## src/rtl/ift_pkg.sv

```systemverilog
package ift_pkg;
    parameter int VA_W       = 64;
    parameter int PA_W       = 44;
    parameter int PAGE_SHIFT = 13;
    parameter int VPN_W      = 30;
    parameter int PPN_W      = 32;
    parameter int ASID_W     = 8;
    parameter int MODE_W     = 2;
    parameter int SP_CTL_W   = 2;

    localparam int NMODES       = 1 << MODE_W;
    localparam int SP_NARROW_LO = 41;
    localparam int SP_WIDE_HI   = 47;
    localparam int SEXT_BIT     = 40;
    localparam int UNC_BIT      = 39;
    localparam int UNC_CLR_HI   = 42;
    localparam int UNC_CLR_LO   = 35;
    localparam int FORM_SHIFT   = 3;

    typedef logic [VA_W-1:0] addr_t;

    typedef enum logic [2:0] {
        FLT_NONE = 3'd0,
        FLT_ACV  = 3'd1,
        FLT_MISS = 3'd2,
        FLT_MCHK = 3'd3
    } fault_e;

    typedef enum logic [1:0] {
        PATH_PRIV,
        PATH_PHYS,
        PATH_SPAGE,
        PATH_MAPPED
    } path_e;

    localparam logic [MODE_W-1:0] MODE_KERNEL = '0;

    typedef struct packed {
        addr_t  addr;
        fault_e flt;
        logic   rec;
    } xlate_t;

    function automatic addr_t bit_range(input int hi, input int lo);
        addr_t m;
        for (int i = 0; i < VA_W; i++) begin
            m[i] = (i >= lo) && (i <= hi);
        end
        return m;
    endfunction

    function automatic addr_t impl_mask(input addr_t a);
        return a & bit_range(PA_W-1, 0);
    endfunction

    function automatic logic spage_match(input addr_t va, input logic [SP_CTL_W-1:0] ctl);
        logic narrow;
        logic wide;
        narrow = ctl[1] && (va[SP_NARROW_LO+1:SP_NARROW_LO] == 2'b10);
        wide   = (va[SP_WIDE_HI:SP_NARROW_LO] == 7'h7E);
        return narrow || wide;
    endfunction

    function automatic addr_t spage_map(input addr_t va);
        addr_t a;
        a = impl_mask(va);
        if (a[SEXT_BIT]) begin
            a = a | bit_range(PA_W-1, SEXT_BIT);
        end else begin
            a = a & bit_range(SEXT_BIT-1, 0);
        end
        return a;
    endfunction

    function automatic logic [VPN_W-1:0] vpn_of(input addr_t va);
        return va[PAGE_SHIFT+VPN_W-1:PAGE_SHIFT];
    endfunction
endpackage

```

## src/rtl/ift_route.sv

```systemverilog
module ift_route
    import ift_pkg::*;
(
    input  addr_t                va,
    input  logic                 phys,
    input  logic [SP_CTL_W-1:0]  sp_ctl,
    output path_e                path
);
    always_comb begin
        if (va[0]) begin
            path = PATH_PRIV;
        end else if (phys) begin
            path = PATH_PHYS;
        end else if (spage_match(va, sp_ctl)) begin
            path = PATH_SPAGE;
        end else begin
            path = PATH_MAPPED;
        end
    end
endmodule

```

## src/rtl/ift_direct.sv

```systemverilog
module ift_direct
    import ift_pkg::*;
(
    input  addr_t               va,
    input  path_e               path,
    input  logic [MODE_W-1:0]   mode,
    output xlate_t              res
);
    always_comb begin
        res.addr = '0;
        res.flt  = FLT_NONE;
        res.rec  = 1'b0;
        unique case (path)
            PATH_PRIV: begin
                res.addr = impl_mask(va & ~bit_range(1, 0));
            end
            PATH_PHYS: begin
                res.addr = va;
            end
            PATH_SPAGE: begin
                if (mode != MODE_KERNEL) begin
                    res.flt = FLT_ACV;
                    res.rec = 1'b1;
                end else begin
                    res.addr = spage_map(va);
                end
            end
            default: begin
                res.addr = '0;
            end
        endcase
    end
endmodule

```

## src/rtl/ift_mapped.sv

```systemverilog
module ift_mapped
    import ift_pkg::*;
(
    input  logic [PAGE_SHIFT-1:2] ofs_hi,
    input  logic [MODE_W-1:0]     mode,
    input  logic                  hit,
    input  logic [PPN_W-1:0]      ppn,
    input  logic [NMODES-1:0]     xre,
    output xlate_t                res
);
    localparam int PAD_W = VA_W - PPN_W - PAGE_SHIFT;
    localparam int OFS_PAD_W = VA_W - PAGE_SHIFT;

    addr_t frame;
    addr_t offset;

    assign frame  = {{PAD_W{1'b0}}, ppn, {PAGE_SHIFT{1'b0}}};
    assign offset = {{OFS_PAD_W{1'b0}}, ofs_hi, 2'b00};

    always_comb begin
        res.addr = '0;
        res.flt  = FLT_NONE;
        res.rec  = 1'b0;
        if (!hit) begin
            res.flt = FLT_MISS;
            res.rec = 1'b1;
        end else begin
            res.addr = frame + offset;
            if (!xre[mode]) begin
                res.flt = FLT_ACV;
                res.rec = 1'b1;
            end
        end
    end
endmodule

```

## src/rtl/ift_finish.sv

```systemverilog
module ift_finish
    import ift_pkg::*;
(
    input  addr_t             raw_addr,
    input  fault_e            raw_flt,
    output logic [PA_W-1:0]   pa,
    output fault_e            flt,
    output logic              unc
);
    addr_t cleaned;

    always_comb begin
        pa      = '0;
        unc     = 1'b0;
        flt     = raw_flt;
        cleaned = raw_addr;
        if (raw_flt == FLT_NONE) begin
            if (|raw_addr[VA_W-1:PA_W]) begin
                flt = FLT_MCHK;
            end else begin
                unc = raw_addr[UNC_BIT];
                if (unc) begin
                    cleaned = raw_addr & ~bit_range(UNC_CLR_HI, UNC_CLR_LO);
                end
                pa = cleaned[PA_W-1:0];
            end
        end
    end
endmodule

```

## src/rtl/ift_xlate_unit.sv

```systemverilog
module ift_xlate_unit
    import ift_pkg::*;
(
    input  logic                  clk,
    input  logic                  rst,
    input  logic                  req_vld,
    input  logic [VA_W-1:0]       req_va,
    input  logic                  req_phys,
    input  logic [MODE_W-1:0]     cur_mode,
    input  logic [SP_CTL_W-1:0]   sp_ctl,
    input  logic [ASID_W-1:0]     cur_asid,
    input  logic [VA_W-1:0]       pt_base,
    output logic                  tlb_req,
    output logic [VPN_W-1:0]      tlb_vpn,
    output logic [ASID_W-1:0]     tlb_asid,
    input  logic                  tlb_hit,
    input  logic [PPN_W-1:0]      tlb_ppn,
    input  logic [NMODES-1:0]     tlb_xre,
    output logic                  rsp_vld,
    output logic [PA_W-1:0]       rsp_pa,
    output logic [2:0]            rsp_fault,
    output logic                  rsp_uncached,
    output logic [VA_W-1:0]       flt_va,
    output logic [VA_W-1:0]       flt_form
);
    localparam int FORM_PAD_W = VA_W - VPN_W - FORM_SHIFT;

    path_e            path;
    xlate_t           direct_res;
    xlate_t           mapped_res;
    xlate_t           sel_res;
    logic [PA_W-1:0]  fin_pa;
    fault_e           fin_flt;
    logic             fin_unc;
    addr_t            form_addr;

    ift_route u_route (
        .va     (req_va),
        .phys   (req_phys),
        .sp_ctl (sp_ctl),
        .path   (path)
    );

    ift_direct u_direct (
        .va   (req_va),
        .path (path),
        .mode (cur_mode),
        .res  (direct_res)
    );

    ift_mapped u_mapped (
        .ofs_hi (req_va[PAGE_SHIFT-1:2]),
        .mode   (cur_mode),
        .hit    (tlb_hit),
        .ppn    (tlb_ppn),
        .xre    (tlb_xre),
        .res    (mapped_res)
    );

    assign sel_res = (path == PATH_MAPPED) ? mapped_res : direct_res;

    ift_finish u_finish (
        .raw_addr (sel_res.addr),
        .raw_flt  (sel_res.flt),
        .pa       (fin_pa),
        .flt      (fin_flt),
        .unc      (fin_unc)
    );

    assign tlb_req   = req_vld && (path == PATH_MAPPED);
    assign tlb_vpn   = vpn_of(req_va);
    assign tlb_asid  = cur_asid;
    assign form_addr = pt_base | {{FORM_PAD_W{1'b0}}, vpn_of(req_va), {FORM_SHIFT{1'b0}}};

    always_ff @(posedge clk) begin
        if (rst) begin
            rsp_vld      <= 1'b0;
            rsp_pa       <= '0;
            rsp_fault    <= FLT_NONE;
            rsp_uncached <= 1'b0;
            flt_va       <= '0;
            flt_form     <= '0;
        end else begin
            rsp_vld <= req_vld;
            if (req_vld) begin
                rsp_pa       <= fin_pa;
                rsp_fault    <= fin_flt;
                rsp_uncached <= fin_unc;
                if (sel_res.rec) begin
                    flt_va   <= req_va;
                    flt_form <= form_addr;
                end
            end
        end
    end

    AST_VLD_NEXT: assert property (@(posedge clk) disable iff (rst)
        req_vld |=> rsp_vld);
    AST_IDLE_NO_VLD: assert property (@(posedge clk) disable iff (rst)
        !req_vld |=> !rsp_vld);
    AST_PRIV_CLEAN: assert property (@(posedge clk) disable iff (rst)
        (req_vld && req_va[0]) |=> (rsp_fault == FLT_NONE && rsp_pa[1:0] == 2'b00));
    AST_PRIV_NO_LOOKUP: assert property (@(posedge clk) disable iff (rst)
        req_va[0] |-> !tlb_req);
    AST_PHYS_NO_XLATE_FAULT: assert property (@(posedge clk) disable iff (rst)
        (req_vld && req_phys && !req_va[0]) |=> (rsp_fault != FLT_MISS && rsp_fault != FLT_ACV));
    AST_FAULT_ZERO_PA: assert property (@(posedge clk) disable iff (rst)
        (rsp_vld && rsp_fault != FLT_NONE) |-> (rsp_pa == '0 && !rsp_uncached));
    AST_UNC_FIELD_CLEAR: assert property (@(posedge clk) disable iff (rst)
        (rsp_vld && rsp_uncached) |-> (rsp_pa[UNC_CLR_HI:UNC_CLR_LO] == '0));
    AST_FLT_REC_HOLD: assert property (@(posedge clk) disable iff (rst)
        !req_vld |=> ($stable(flt_va) && $stable(flt_form)));
endmodule

```

## config.mk

```make
export PLATFORM = sky130hd
export DESIGN_NAME = ift_xlate_unit
export DESIGN_NICKNAME = d
export VERILOG_FILES = /design/src/rtl/ift_pkg.sv /design/src/rtl/ift_route.sv /design/src/rtl/ift_direct.sv /design/src/rtl/ift_mapped.sv /design/src/rtl/ift_finish.sv /design/src/rtl/ift_xlate_unit.sv
export SDC_FILE = /design/constraint.sdc
export NUM_CORES = 1
export LEC_CHECK = 0
export ABC_CLOCK_PERIOD_IN_PS = 2850
export BUFFER_PORTS_ARGS = -buffer_cell sky130_fd_sc_hd__buf_4
export CORE_AREA = 5 5 152 154
export CTS_CLUSTER_SIZE = 12
export DETAILED_ROUTE_END_ITERATION = 16
export DIE_AREA = 0 0 157 159
export PLACE_DENSITY = 0.75
export REMOVE_ABC_BUFFERS = 1
export SETUP_SLACK_MARGIN = 0.02
export SLEW_MARGIN = 25
export SYNTH_ARGS = -nofsm -noshare
export SYNTH_HDL_FRONTEND = slang
export SYNTH_SLANG_ARGS = --single-unit
```

## constraint.sdc

```tcl
create_clock -name clk -period 2.85 [get_ports clk]
set_input_delay 0.57 -clock clk [delete_from_list [all_inputs] [get_ports clk]]
set_output_delay 0.57 -clock clk [all_outputs]
set_load 0.005 [all_outputs]
```

Word-level counts from Yosys, hierarchy flattened

Cells that the tools add are included.

Add/subtract/negate cells: 1
Magnitude comparators: 1
Equality and inequality tests: 5
Muxes and demuxes: 21
Bitwise gates (word level): 1
Reduce and logical (&&, ||, !) cells: 8

Operator list:

| cell                                                       | number |
|---|---|
| one-hot mux 64 bit (3 select lines)                        | 1 |
| two-way mux 44 bit                                         | 3 |
| two-way mux 64 bit                                         | 2 |
| two-way mux 68 bit                                         | 1 |
| OR 64 x 33 -> 64 bit                                       | 1 |
| adder 45 x 13 -> 46 bit                                    | 1 |
| two-way mux 43 bit                                         | 1 |
| OR reduction 20 bit                                        | 1 |
| two-way mux 2 bit                                          | 5 |
| equality test 7 bit, second input constant                 | 1 |
| equality test 2 bit, second input constant                 | 3 |
| two-way mux 3 bit                                          | 2 |
| two-way mux 1 bit                                          | 4 |
| two-way mux 4 bit                                          | 1 |
| logical NOT 3 bit                                          | 1 |
| less-than comparator 2 x 3 -> 1 bit, second input constant | 1 |
| binary-select mux 1 bit (select 2 bit)                     | 1 |
| equality test 2 x 1 -> 1 bit, second input constant        | 1 |
| logical AND 1 bit                                          | 2 |
| logical NOT 2 bit                                          | 1 |
| AND reduction 2 bit                                        | 1 |
| nonzero test 2 bit                                         | 1 |
| logical OR 1 bit                                           | 1 |

Bits in registers: 177
Word-level logic and storage cells: 43

Logic depth before layout (Yosys ltp)

Gate-level depths: netlist (run 1).

Depth after elaboration: 12
Depth in mapped cells: 8

Modules after synthesis

From an unflattened synthesis (run 1), not the netlist that was laid out.

Cell total of the unflattened synthesis: 1171
Area total of the unflattened synthesis: 10304.9 um^2

Modules (own cells, without submodules):

| module         | times used | cells each | area each (um^2) | seq. area each (um^2) |
|---|---|---|---|---|
| ift_xlate_unit | 1          | 887        | 8589.5           | 3543.4 |
| ift_finish     | 1          | 121        | 670.6            | 0.0 |
| ift_direct     | 1          | 84         | 526.8            | 0.0 |
| ift_mapped     | 1          | 74         | 489.2            | 0.0 |
| ift_route      | 1          | 5          | 28.8             | 0.0 |

Least setup slack after synthesis (run 1)

No wires, ideal clock.

Path type: input port to flip-flop
From: in cur_mode[0]
To: reg flt_form[11]
Setup time: 0.134 ns
Arrival: 2.249 ns
Required time: 2.716 ns
Slack: 0.467 ns
Cell stages on the path: 8
Path buffers: 3
Path through: mux4_2 > and2_1 > a221oi_2 > and2_1 > buf_4 > buf_6 > buf_4 > a211oi_1

Longest elaborated chain between the ends: 6
Elaborated cells on any way between the ends: 9
Those cells by class: 7 x mux; 2 x reduce/logical

Ends and longest elaborated chain:

| item                                    | RTL line             | RTL |
|---|---|---|
| start, declared                         | ift_xlate_unit.sv:9  | `input logic [MODE_W-1:0] cur_mode,` |
| binary-select mux 1 bit (select 2 bit)  | ift_mapped.sv:29     | `if (!xre[mode]) begin` |
| two-way mux 1 bit (not written as such) | ift_mapped.sv:29     |  |
| two-way mux 2 bit                       | ift_mapped.sv:29     |  |
| two-way mux 4 bit                       | ift_mapped.sv:24     | `if (!hit) begin` |
| two-way mux 68 bit *                    | ift_xlate_unit.sv:60 | `assign sel_res = (path == PATH_MAPPED) ? mapped_res : direct_res;` |
| AND reduction 2 bit (no source line) *  | -                    |  |
| end signal, assigned                    | ift_xlate_unit.sv:91 | `flt_form <= form_addr;` |
| end, declared                           | ift_xlate_unit.sv:24 | `output logic [VA_W-1:0] flt_form` |

Mark *: on every way between the ends. The rest lies on a longest branch, timed or not. The select of a mux whose other input is x is not followed.
A chain may end at the register's enable or synchronous reset.

Worst setup path after layout (run 1)

From: in req_va[41]
To: out tlb_req

Longest elaborated chain between the ends: 8
Elaborated cells on any way between the ends: 9
Those cells by class: 3 x eq/ne; 3 x mux; 3 x reduce/logical

Ends and longest elaborated chain:

| item                  | RTL line             | RTL |
|---|---|---|
| start, declared       | ift_xlate_unit.sv:7  | `input logic [VA_W-1:0] req_va,` |
| equality test 2 bit   | ift_pkg.sv:59        | `narrow = ctl[1] && (va[SP_NARROW_LO+1:SP_NARROW_LO] == 2'b10);` |
| logical AND 1 bit     | ift_pkg.sv:59        |  |
| logical OR 1 bit *    | ift_pkg.sv:61        | `return narrow \|\| wide;` |
| two-way mux 1 bit *   | ift_route.sv:14      | `end else if (spage_match(va, sp_ctl)) begin` |
| two-way mux 2 bit *   | ift_route.sv:12      | `end else if (phys) begin` |
| two-way mux 2 bit *   | ift_route.sv:10      | `if (va[0]) begin` |
| equality test 2 bit * | ift_xlate_unit.sv:70 | `assign tlb_req = req_vld && (path == PATH_MAPPED);` |
| logical AND 1 bit *   | ift_xlate_unit.sv:70 |  |
| end, declared         | ift_xlate_unit.sv:13 | `output logic tlb_req,` |

Mark *: on every way between the ends. The rest lies on a longest branch, timed or not.

==> results of run 1 <==
## cell type report
class	count	area (sq um)
fill	2040	10400
multi-input combinational	563	3540
clock buffer	20	457
clock inverter	12	114
sequential	175	3500
timing repair buffer	402	3170
inverter	3	11.3
tap	280	350
## sequential cells by signal, indices dropped and copies added (netlist names)
name	cells
flt_form	64
flt_va	64
rsp_pa	43
rsp_fault	2
rsp_uncached	1
rsp_vld	1
## where the power goes
part / internal (uW) / leakage, uW / switching, uW / total (uW)
registers: 2540 / 0.00142 / 50.0 / 2590
clock network: 1210 / 0.000281 / 1090 / 2300
logic: 455 / 0.00301 / 409 / 864
total: 4200 / 0.00472 / 1550 / 5750
## logic make-up (layout without fill, tap and decap cells)
| group | after synthesis | count (layout) | share of synthesized area (%) |
|---|---|---|---|
| flops | 175 | 175 | 45.5 |
| compound gates | 240 | 240 | 18.4 |
| other cells | 1 | 2 | 0.0487 |
| mux | 2 | 2 | 0.422 |
| buf+inv | 127 | 437 | 8.90 |
| simple gates | 319 | 319 | 26.7 |
## synth_stat cells (2+ instances only)
| cell type | instances |
|---|---|
| nor3b_1 | 2 |
| clkbuf_1 | 55 |
| nand3_1 | 6 |
| a31oi_1 | 3 |
| nand3b_1 | 2 |
| o21ai_0 | 123 |
| nor4_1 | 5 |
| buf_2 | 13 |
| buf_4 | 47 |
| a32o_1 | 7 |
| and2_1 | 4 |
| or2_2 | 3 |
| nand4b_1 | 99 |
| a211oi_1 | 31 |
| nand2_1 | 37 |
| a22o_1 | 11 |
| inv_1 | 3 |
| and3_1 | 22 |
| nor2_1 | 37 |
| a221o_1 | 2 |
| a21oi_1 | 53 |
| nand2b_1 | 100 |
| dfxtp_1 | 175 |
| clkbuf_2 | 7 |
## routing by layer
| metal | share of wire, % | global-route usage, % | up-vias | routed length, microns |
|---|---|---|---|---|
| met5 | 0 | 0 | - | 0 |
| met4 | 1.2 | 4.54 | 0 | 330 |
| met3 | 9.0 | 7.20 | 20 | 2480 |
| met2 | 49 | 35.0 | 329 | 13600 |
| met1 | 41 | 25.6 | 3604 | 11300 |
| li1 | - | - | 3666 | - |
## stage by stage
| step | total power, uW | TNS [ns] | setup WS, ns | cells |
|---|---|---|---|---|
| after floorplan | 2890 | -758.17 | -4.78 | 741 |
| after global placement | 3500 | 0 | 0.209 | 1423 |
| after detailed placement | 3510 | 0 | 0.170 | 1423 |
| after CTS | 5830 | 0 | 0.597 | 1455 |
| after global routing | 6000 | 0 | 0.502 | 1455 |
| final | 5750 | 0 | 0.594 | 1455 |
## critical path: cells and delay by family
kind	cells	cell delay (ns)
buf+inv	2	0.27
simple gates	2	0.48
compound gates	1	0.36
## worst paths after layout
kind / from / endpoint / slack, ns
worst min register to register: rsp_pa[27]$_SDFFE_PP0P_ / rsp_pa[27]$_SDFFE_PP0P_ / 0.46
worst min-delay path: req_va[9] / rsp_pa[9]$_SDFFE_PP0P_ / 0.37
worst max register to register: rsp_fault[0]$_SDFFE_PP0P_ / rsp_fault[0]$_SDFFE_PP0P_ / 2.02
worst max-delay path: req_va[41] / tlb_req / 0.59
==> results.cfg, run 1 <==
[finish]
drive_above_1_share_pct = 37.6
fin_nets = 1343
fin_area_sq_um = 11100
final_common_cell = buf_4
antenna_cells = 0
fin_util_pct = 51.7
final_cell_mix = buf_4 (390), dfxtp_1 (175), o21ai_0 (123)
area_delta_synth_final_pct = 44.6

[worst_setup_path]
cpMaxStageDelayCell = o211a_1
reg2reg_depth = 3
crit_arrival_ns = 1.69
cp_cell_sequence = buf_4 -> nand4b_1 -> o211a_1 -> and2_1 -> buf_4
path_max_fanout = 6
critical_path_class = input port to output pin
cp_slowest_stage_delay_ns = 0.36
start_kind = input port
worstPathRequired_ns = 2.28
setup.worst_path.end_class = output pin
crit_path_frequent_cell = buf_4

[clocking]
cts-buffers-inserted = 17
cts_buffer_depth = 2
cts_root_buffer = clkbuf_16
cts_setup_buffers = 0
post_cts_resized = 0
clk_pin_slew_ns = 0.08
clock-sinks = 175
tritoncts = yes
ctsHoldBuffers = 0
ctsHtreeMaxLevel = 4
clk_latency_ns = 0.42

[sta]
finalClockSkew_ns = 0
slew_viol_final = 0
post-route-period-util_pct = 79.2
relSlewSlack_pct = 39.9
hold_viol_final = 0
hold-worst-slack_ns = 0.368
tightest_slew_ns = 0.897
rsz0062_at_grt = no
fmax_mhz = 443
fin_crit_ns = 2.26
setup_viol = 0

[detailed_routing]
ant_nets = 0
wl_per_cell_microns = 19.1
via_per_inst = 5.24
detailedRoute.firstPassIterationCount = 5
drc = 0
wirelength_mm = 27.7
first_iter_violations = 461
vias = 7619

[power_and_ir_drop]
powerDensity_nw_per_um2 = 516
p_leak_uw = 0.00472
worst_ir_drop_vdd_mv = 0.342

[floorplanning]
core_area_sq_um = 21600
io-pin-count = 397
die_h_microns = 159
dieArea_sq_um = 25000
start_util_pct = 35.7
die_w_microns = 157
rows = 54

[place]
io_buffers = 377
dpl_cell_area_sq_um = 10600
place_hpwl_mm = 19.5
globalplace.congestion = 0.803

[worst_hold_path]
hp-class = input port to flip-flop
hold_path_depth = 2

[synth]
ys_top_cells_by_area = dfxtp_1 (45%), nand4b_1 (11%), nand2b_1 (8.1%)
syn_area_sq_um = 7700
ys_types = 41
synthArstFlopShare_pct = 0
synth_cells = 864
synth_warnings = 0
syn_area_per_cell_sq_um = 8.92
ys_ff_latch = 175
synth_edf_count = 0
synth_top_area_share_pct = 45.5
synthFlopType = dfxtp_1
synth.largest_area_cell = dfxtp_1
ys_seq_area_share_pct = 45.5

[global_route]
grt_use_total_pct = 20.8
grt_max_degree = 100
antenna_found_initial = 0
grt_pass1_wl_mm = 41.8
grt_overflow_total = 0
grt_pass1_vias = 7374

[run_status]
outcome = complete, no violations

[run]
drv_cap = 0
Note: power is estimated with default switching activity, not from simulation.
==> run 2, diff against run 1 <==
--- a/config.mk
+++ b/config.mk
@@ -5,13 +5,13 @@
 export SDC_FILE = /design/constraint.sdc
 export NUM_CORES = 1
 export LEC_CHECK = 0
-export ABC_CLOCK_PERIOD_IN_PS = 2850
+export ABC_CLOCK_PERIOD_IN_PS = 2050
 export BUFFER_PORTS_ARGS = -buffer_cell sky130_fd_sc_hd__buf_4
 export CORE_AREA = 5 5 152 154
 export CTS_CLUSTER_SIZE = 12
 export DETAILED_ROUTE_END_ITERATION = 16
 export DIE_AREA = 0 0 157 159
-export PLACE_DENSITY = 0.75
+export PLACE_DENSITY = 0.77
 export REMOVE_ABC_BUFFERS = 1
 export SETUP_SLACK_MARGIN = 0.02
 export SLEW_MARGIN = 25
==> constraint.sdc (replaced) <==
create_clock -name clk -period 2.05 [get_ports clk]
set_input_delay 0.41 -clock clk [delete_from_list [all_inputs] [get_ports clk]]
set_output_delay 0.41 -clock clk [all_outputs]
set_load 0.005 [all_outputs]
==> results.cfg, run 2 (same netlist as run 1, synthesis figures left out) <==
[worst_setup_path]
start_kind = input port
worstPathRequired_ns = 2.31
path_buf_inv = 4
cp_cell_sequence = buf_8 -> mux4_2 -> and2_4 -> a221oi_4 -> buf_12 -> and2_4 -> buf_12 -> clkbuf_16 -> a211oi_2
cp_slowest_stage_delay_ns = 0.51
worstReg2RegEnd = rsp_fault[0]$_SDFFE_PP0P_
cpMaxStageDelayCell = mux4_2
crit_arrival_ns = 2.27
worst-path-stages = 9
reg2reg_depth = 3
r2r-start = rsp_fault[0]$_SDFFE_PP0P_
rrSetupSlack_ns = 1.26
setup.worst_path.end_class = flip-flop
critical_path_class = input port to flip-flop
cpLargestDelayFamily = buffers and inverters
path_max_fanout = 20

[finish]
drive_above_1_share_pct = 39.9
finalNonFillerCells = 1493
multi_input_area_sq_um = 3570
final_common_cell = buf_4
seqCellArea_sq_um = 3500
n_fill_cell = 1957
area_delta_synth_final_pct = 50.2
fin_nets = 1383
reg_top3 = flt_form (64), flt_va (64), rsp_pa (43)
final_cell_mix = buf_4 (418), dfxtp_1 (175), o21ai_0 (119)
fin_area_sq_um = 11600
antenna_cells = 0
fin_util_pct = 53.7

[floorplanning]
die_w_microns = 157
io-pin-count = 397
core_area_sq_um = 21600
start_util_pct = 35.7
dieArea_sq_um = 25000
die_h_microns = 159
rows = 54

[clocking]
clk_latency_ns = 0.41
ctsHtreeMaxLevel = 4
clk_pin_slew_ns = 0.07
ctsHoldBuffers = 0
clock-sinks = 175
cts-buffers-inserted = 17
cts_root_buffer = clkbuf_16
cts_buffer_depth = 2
tritoncts = yes

[detailed_routing]
vias = 7862
detailedRoute.firstPassIterationCount = 4
ant_nets = 0
wl_per_cell_microns = 18.9
wirelength_mm = 28.2
via_per_inst = 5.27
drc = 0
first_iter_violations = 472

[place]
place_hpwl_mm = 19.3
io_buffers = 377
globalplace.congestion = 0.830
dpl_cell_area_sq_um = 10700
placed_cells_incl_taps = 1448

[global_route]
grt_use_total_pct = 20.7
antenna_found_initial = 0
grt_overflow_total = 0
grt_pass1_vias = 7554
grt_max_degree = 230
grt_pass1_wl_mm = 42.0

[worst_hold_path]
min-delay-start = req_va[6]
hold_path_depth = 2
holdPathEnd = rsp_pa[6]$_SDFFE_PP0P_
hp-class = input port to flip-flop

[sta]
fmax_mhz = 497
finalClockSkew_ns = 0
hold_viol_final = 0
setup_tns_ns = 0
setup_viol = 0
fin_crit_ns = 2.01
relSlewSlack_pct = 34.0
slew_viol_final = 0
tightest_slew_ns = 0.985
hold-worst-slack_ns = 0.217
rsz0062_at_grt = yes
post-route-period-util_pct = 98.2

[power_and_ir_drop]
p_leak_uw = 0.00494
worst_ir_drop_vdd_mv = 0.453
powerDensity_nw_per_um2 = 694

[run]
drv_cap = 0

[run_status]
outcome = complete, no violations
[run 2: through the flow]
step / total power [uW] / worst slack [ns]
floorplan: 4010 / -5.42
finish: 8030 / 0.0359
detailed placement: 4900 / -0.569
CTS: 8060 / 0.0357
global route: 8350 / -0.00411
global placement: 4880 / -0.531
[run 2: cell type report]
type	count	area share, %
clock inverters	12	1.11
multi-input cells	563	30.8
repair buffers	442	31.0
flip-flops and latches	175	30.3
clock buffers	18	3.71
inverters	3	0.0973
well taps	280	3.03
[run 2: how the worst max path moves through the flow]
stage                      startpoint                         to
after floorplan            req_va[41]   flt_form[0]$_SDFFE_PP0P_
final                     cur_mode[0]   flt_form[3]$_SDFFE_PP0P_
after global placement     req_va[58]    rsp_pa[38]$_SDFFE_PP0P_
after global routing      cur_mode[0]   flt_form[3]$_SDFFE_PP0P_
after CTS                 cur_mode[0]  flt_form[50]$_SDFFE_PP0P_
after detailed placement   req_va[58]    rsp_pa[42]$_SDFFE_PP0P_
[run 2: where the power goes]
part / leakage, uW / total [uW] / switching (uW) / internal [uW]
clock: 0.000267 / 3140 / 1440 / 1700
combinational: 0.00325 / 1290 / 588 / 700
sequential: 0.00142 / 3600 / 69.1 / 3530
[run 2: metal layers]
layer | share of wire [%] | vias to the layer above | global-route usage [%]
met5 | 0 | - | 0
met4 | 2.4 | 0 | 6.31
met3 | 8.1 | 44 | 6.12
met1 | 41 | 3712 | 26.2
li1 | - | 3741 | -
met2 | 48 | 365 | 34.2
[run 2: what timing repair did]
| item | CTS | global route |
|---|---|---|
| endpoints found under the setup margin | 53 | 113 |
| buffers inserted | 3 | 8 |
| resized for setup | 4 | 14 |
| cloned | 0 | 5 |
| pin swaps | 1 | 2 |
==> run 3, diff against run 2 <==
--- a/config.mk
+++ b/config.mk
@@ -12,8 +12,10 @@
 export DETAILED_ROUTE_END_ITERATION = 16
 export DIE_AREA = 0 0 157 159
 export PLACE_DENSITY = 0.77
+export RECOVER_POWER = 25
 export REMOVE_ABC_BUFFERS = 1
 export SETUP_SLACK_MARGIN = 0.02
+export SKIP_CTS_REPAIR_TIMING = 1
 export SLEW_MARGIN = 25
 export SYNTH_ARGS = -nofsm -noshare
 export SYNTH_HDL_FRONTEND = slang
==> results.cfg, run 3 (same netlist as run 1, synthesis figures left out) <==
[detailed_routing]
drc = 0
detailedRoute.firstPassIterationCount = 5
vias = 7895
via_per_inst = 5.28
wl_per_cell_microns = 19.0
wirelength_mm = 28.4
ant_nets = 0
first_iter_violations = 431

[power_and_ir_drop]
p_leak_uw = 0.00478
power.share.clock_pct = 39.3
powerDensity_nw_per_um2 = 698
worst_ir_drop_vdd_mv = 0.457
p_int_uw = 5890
switching_power_uw = 2100
power_frac_seq_pct = 45.0
switching_share_pct = 26.3
fin_total_pwr_uw = 7990
power_frac_comb_pct = 15.7

[sta]
rsz0062_at_grt = yes
hold_viol_final = 0
setup_tns_ns = 0
tightest_slew_ns = 0.966
setup_viol = 0
slew_viol_final = 0
fmax_mhz = 497
fin_crit_ns = 2.01
post-route-period-util_pct = 98.2
relSlewSlack_pct = 35.3
finalClockSkew_ns = 0

[worst_setup_path]
crit_arrival_ns = 1.60
path_max_fanout = 12
setup.worst_path.end_class = output pin
worstPathRequired_ns = 1.64
critical_path_class = input port to output pin
start_kind = input port

[finish]
drive_above_1_share_pct = 37.7
fin_nets = 1384
fin_area_sq_um = 11400
final_common_cell = buf_4
n_fill_cell = 1989
fin_util_pct = 53.1
area_delta_synth_final_pct = 48.6
final_cell_mix = buf_4 (334), dfxtp_1 (175), o21ai_0 (121)
reg_top3 = flt_form (64), flt_va (64), rsp_pa (43)

[clocking]
clk_latency_ns = 0.41
cts_root_buffer = clkbuf_16
tritoncts = yes
clk_pin_slew_ns = 0.07
cts_buffer_depth = 2
clock-sinks = 175
cts-buffers-inserted = 17
ctsHtreeMaxLevel = 4

[floorplanning]
core_area_sq_um = 21600
die_h_microns = 159
dieArea_sq_um = 25000
rows = 54
io-pin-count = 397
start_util_pct = 35.7
die_w_microns = 157

[global_route]
antenna_found_initial = 1
grt_pass1_vias = 7528
grt_max_degree = 230
grt_use_total_pct = 20.7
grt_pass1_wl_mm = 42.0
grt_overflow_total = 0

[worst_hold_path]
hp-class = input port to flip-flop

[place]
place_hpwl_mm = 19.3
dpl_cell_area_sq_um = 10700
io_buffers = 377
globalplace.congestion = 0.830

[run]
drv_cap = 0

[run_status]
outcome = complete, no violations
## run 3: cell types whose count changed in the layout (fill, tap and decap cells not counted), sizes merged
cell / change
and2: +1
buf: -87
clkbuf: +87
diode: +1
## run 3: worst paths after layout
check	end	from	slack, ns	cells after the start
setup / recovery	tlb_req	req_va[41]	0.04	7
setup reg to reg	rsp_fault[0]$_SDFFE_PP0P_	rsp_fault[0]$_SDFFE_PP0P_	1.26	3
hold reg to reg	rsp_pa[43]$_SDFFE_PP0P_	rsp_pa[43]$_SDFFE_PP0P_	0.46	2
hold / removal	rsp_pa[6]$_SDFFE_PP0P_	req_va[6]	0.22	2
## run 3: cell type report
| cell class | count | area (sq um) | share of cell area (%) |
|---|---|---|---|
| Clock buffer | 18 | 429 | 3.75 |
| Tap cell | 280 | 350 | 3.06 |
| Timing Repair Buffer | 442 | 3420 | 29.8 |
| Multi-Input combinational cell | 564 | 3600 | 31.5 |
| Antenna cell | 1 | 2.50 | 0.0219 |
| Inverter | 3 | 11.3 | 0.0984 |
| Sequential cell | 175 | 3500 | 30.6 |
| Clock inverter | 12 | 129 | 1.13 |
## run 3: critical path: stages
cell and delay [ns]:
buf_8 0.10, nand4b_1 0.24, buf_4 0.20, o211a_4 0.25, buf_8 0.14, and2_4 0.15, buf_6 0.11
## run 3: through the flow
stage / setup WS (ns) / hold slack, ns / cells
floorplan: -5.42 / 0.449 / 741
global placement: -0.531 / 0.435 / 1448
detailed placement: -0.569 / 0.445 / 1448
CTS: -0.128 / 0.188 / 1478
global route: -0.0147 / 0.197 / 1495
finish: 0.0371 / 0.216 / 1495
## run 3: power groups by stage
stage	Clock, uW	Sequential (uW)	Combinational (uW)
after floorplan	0	3680	331
after detailed placement	0	3670	1230
after global placement	0	3670	1210
after CTS	3220	3600	1230
final	3140	3600	1250
after global routing	3350	3610	1350
## run 3: metal layers
metal	wire, microns	GRT usage (%)	vias up
met5	0	0	-
met4	696	6.11	0
met3	2390	6.12	42
met2	14000	34.2	378
met1	11400	26.1	3732
li1	-	-	3743
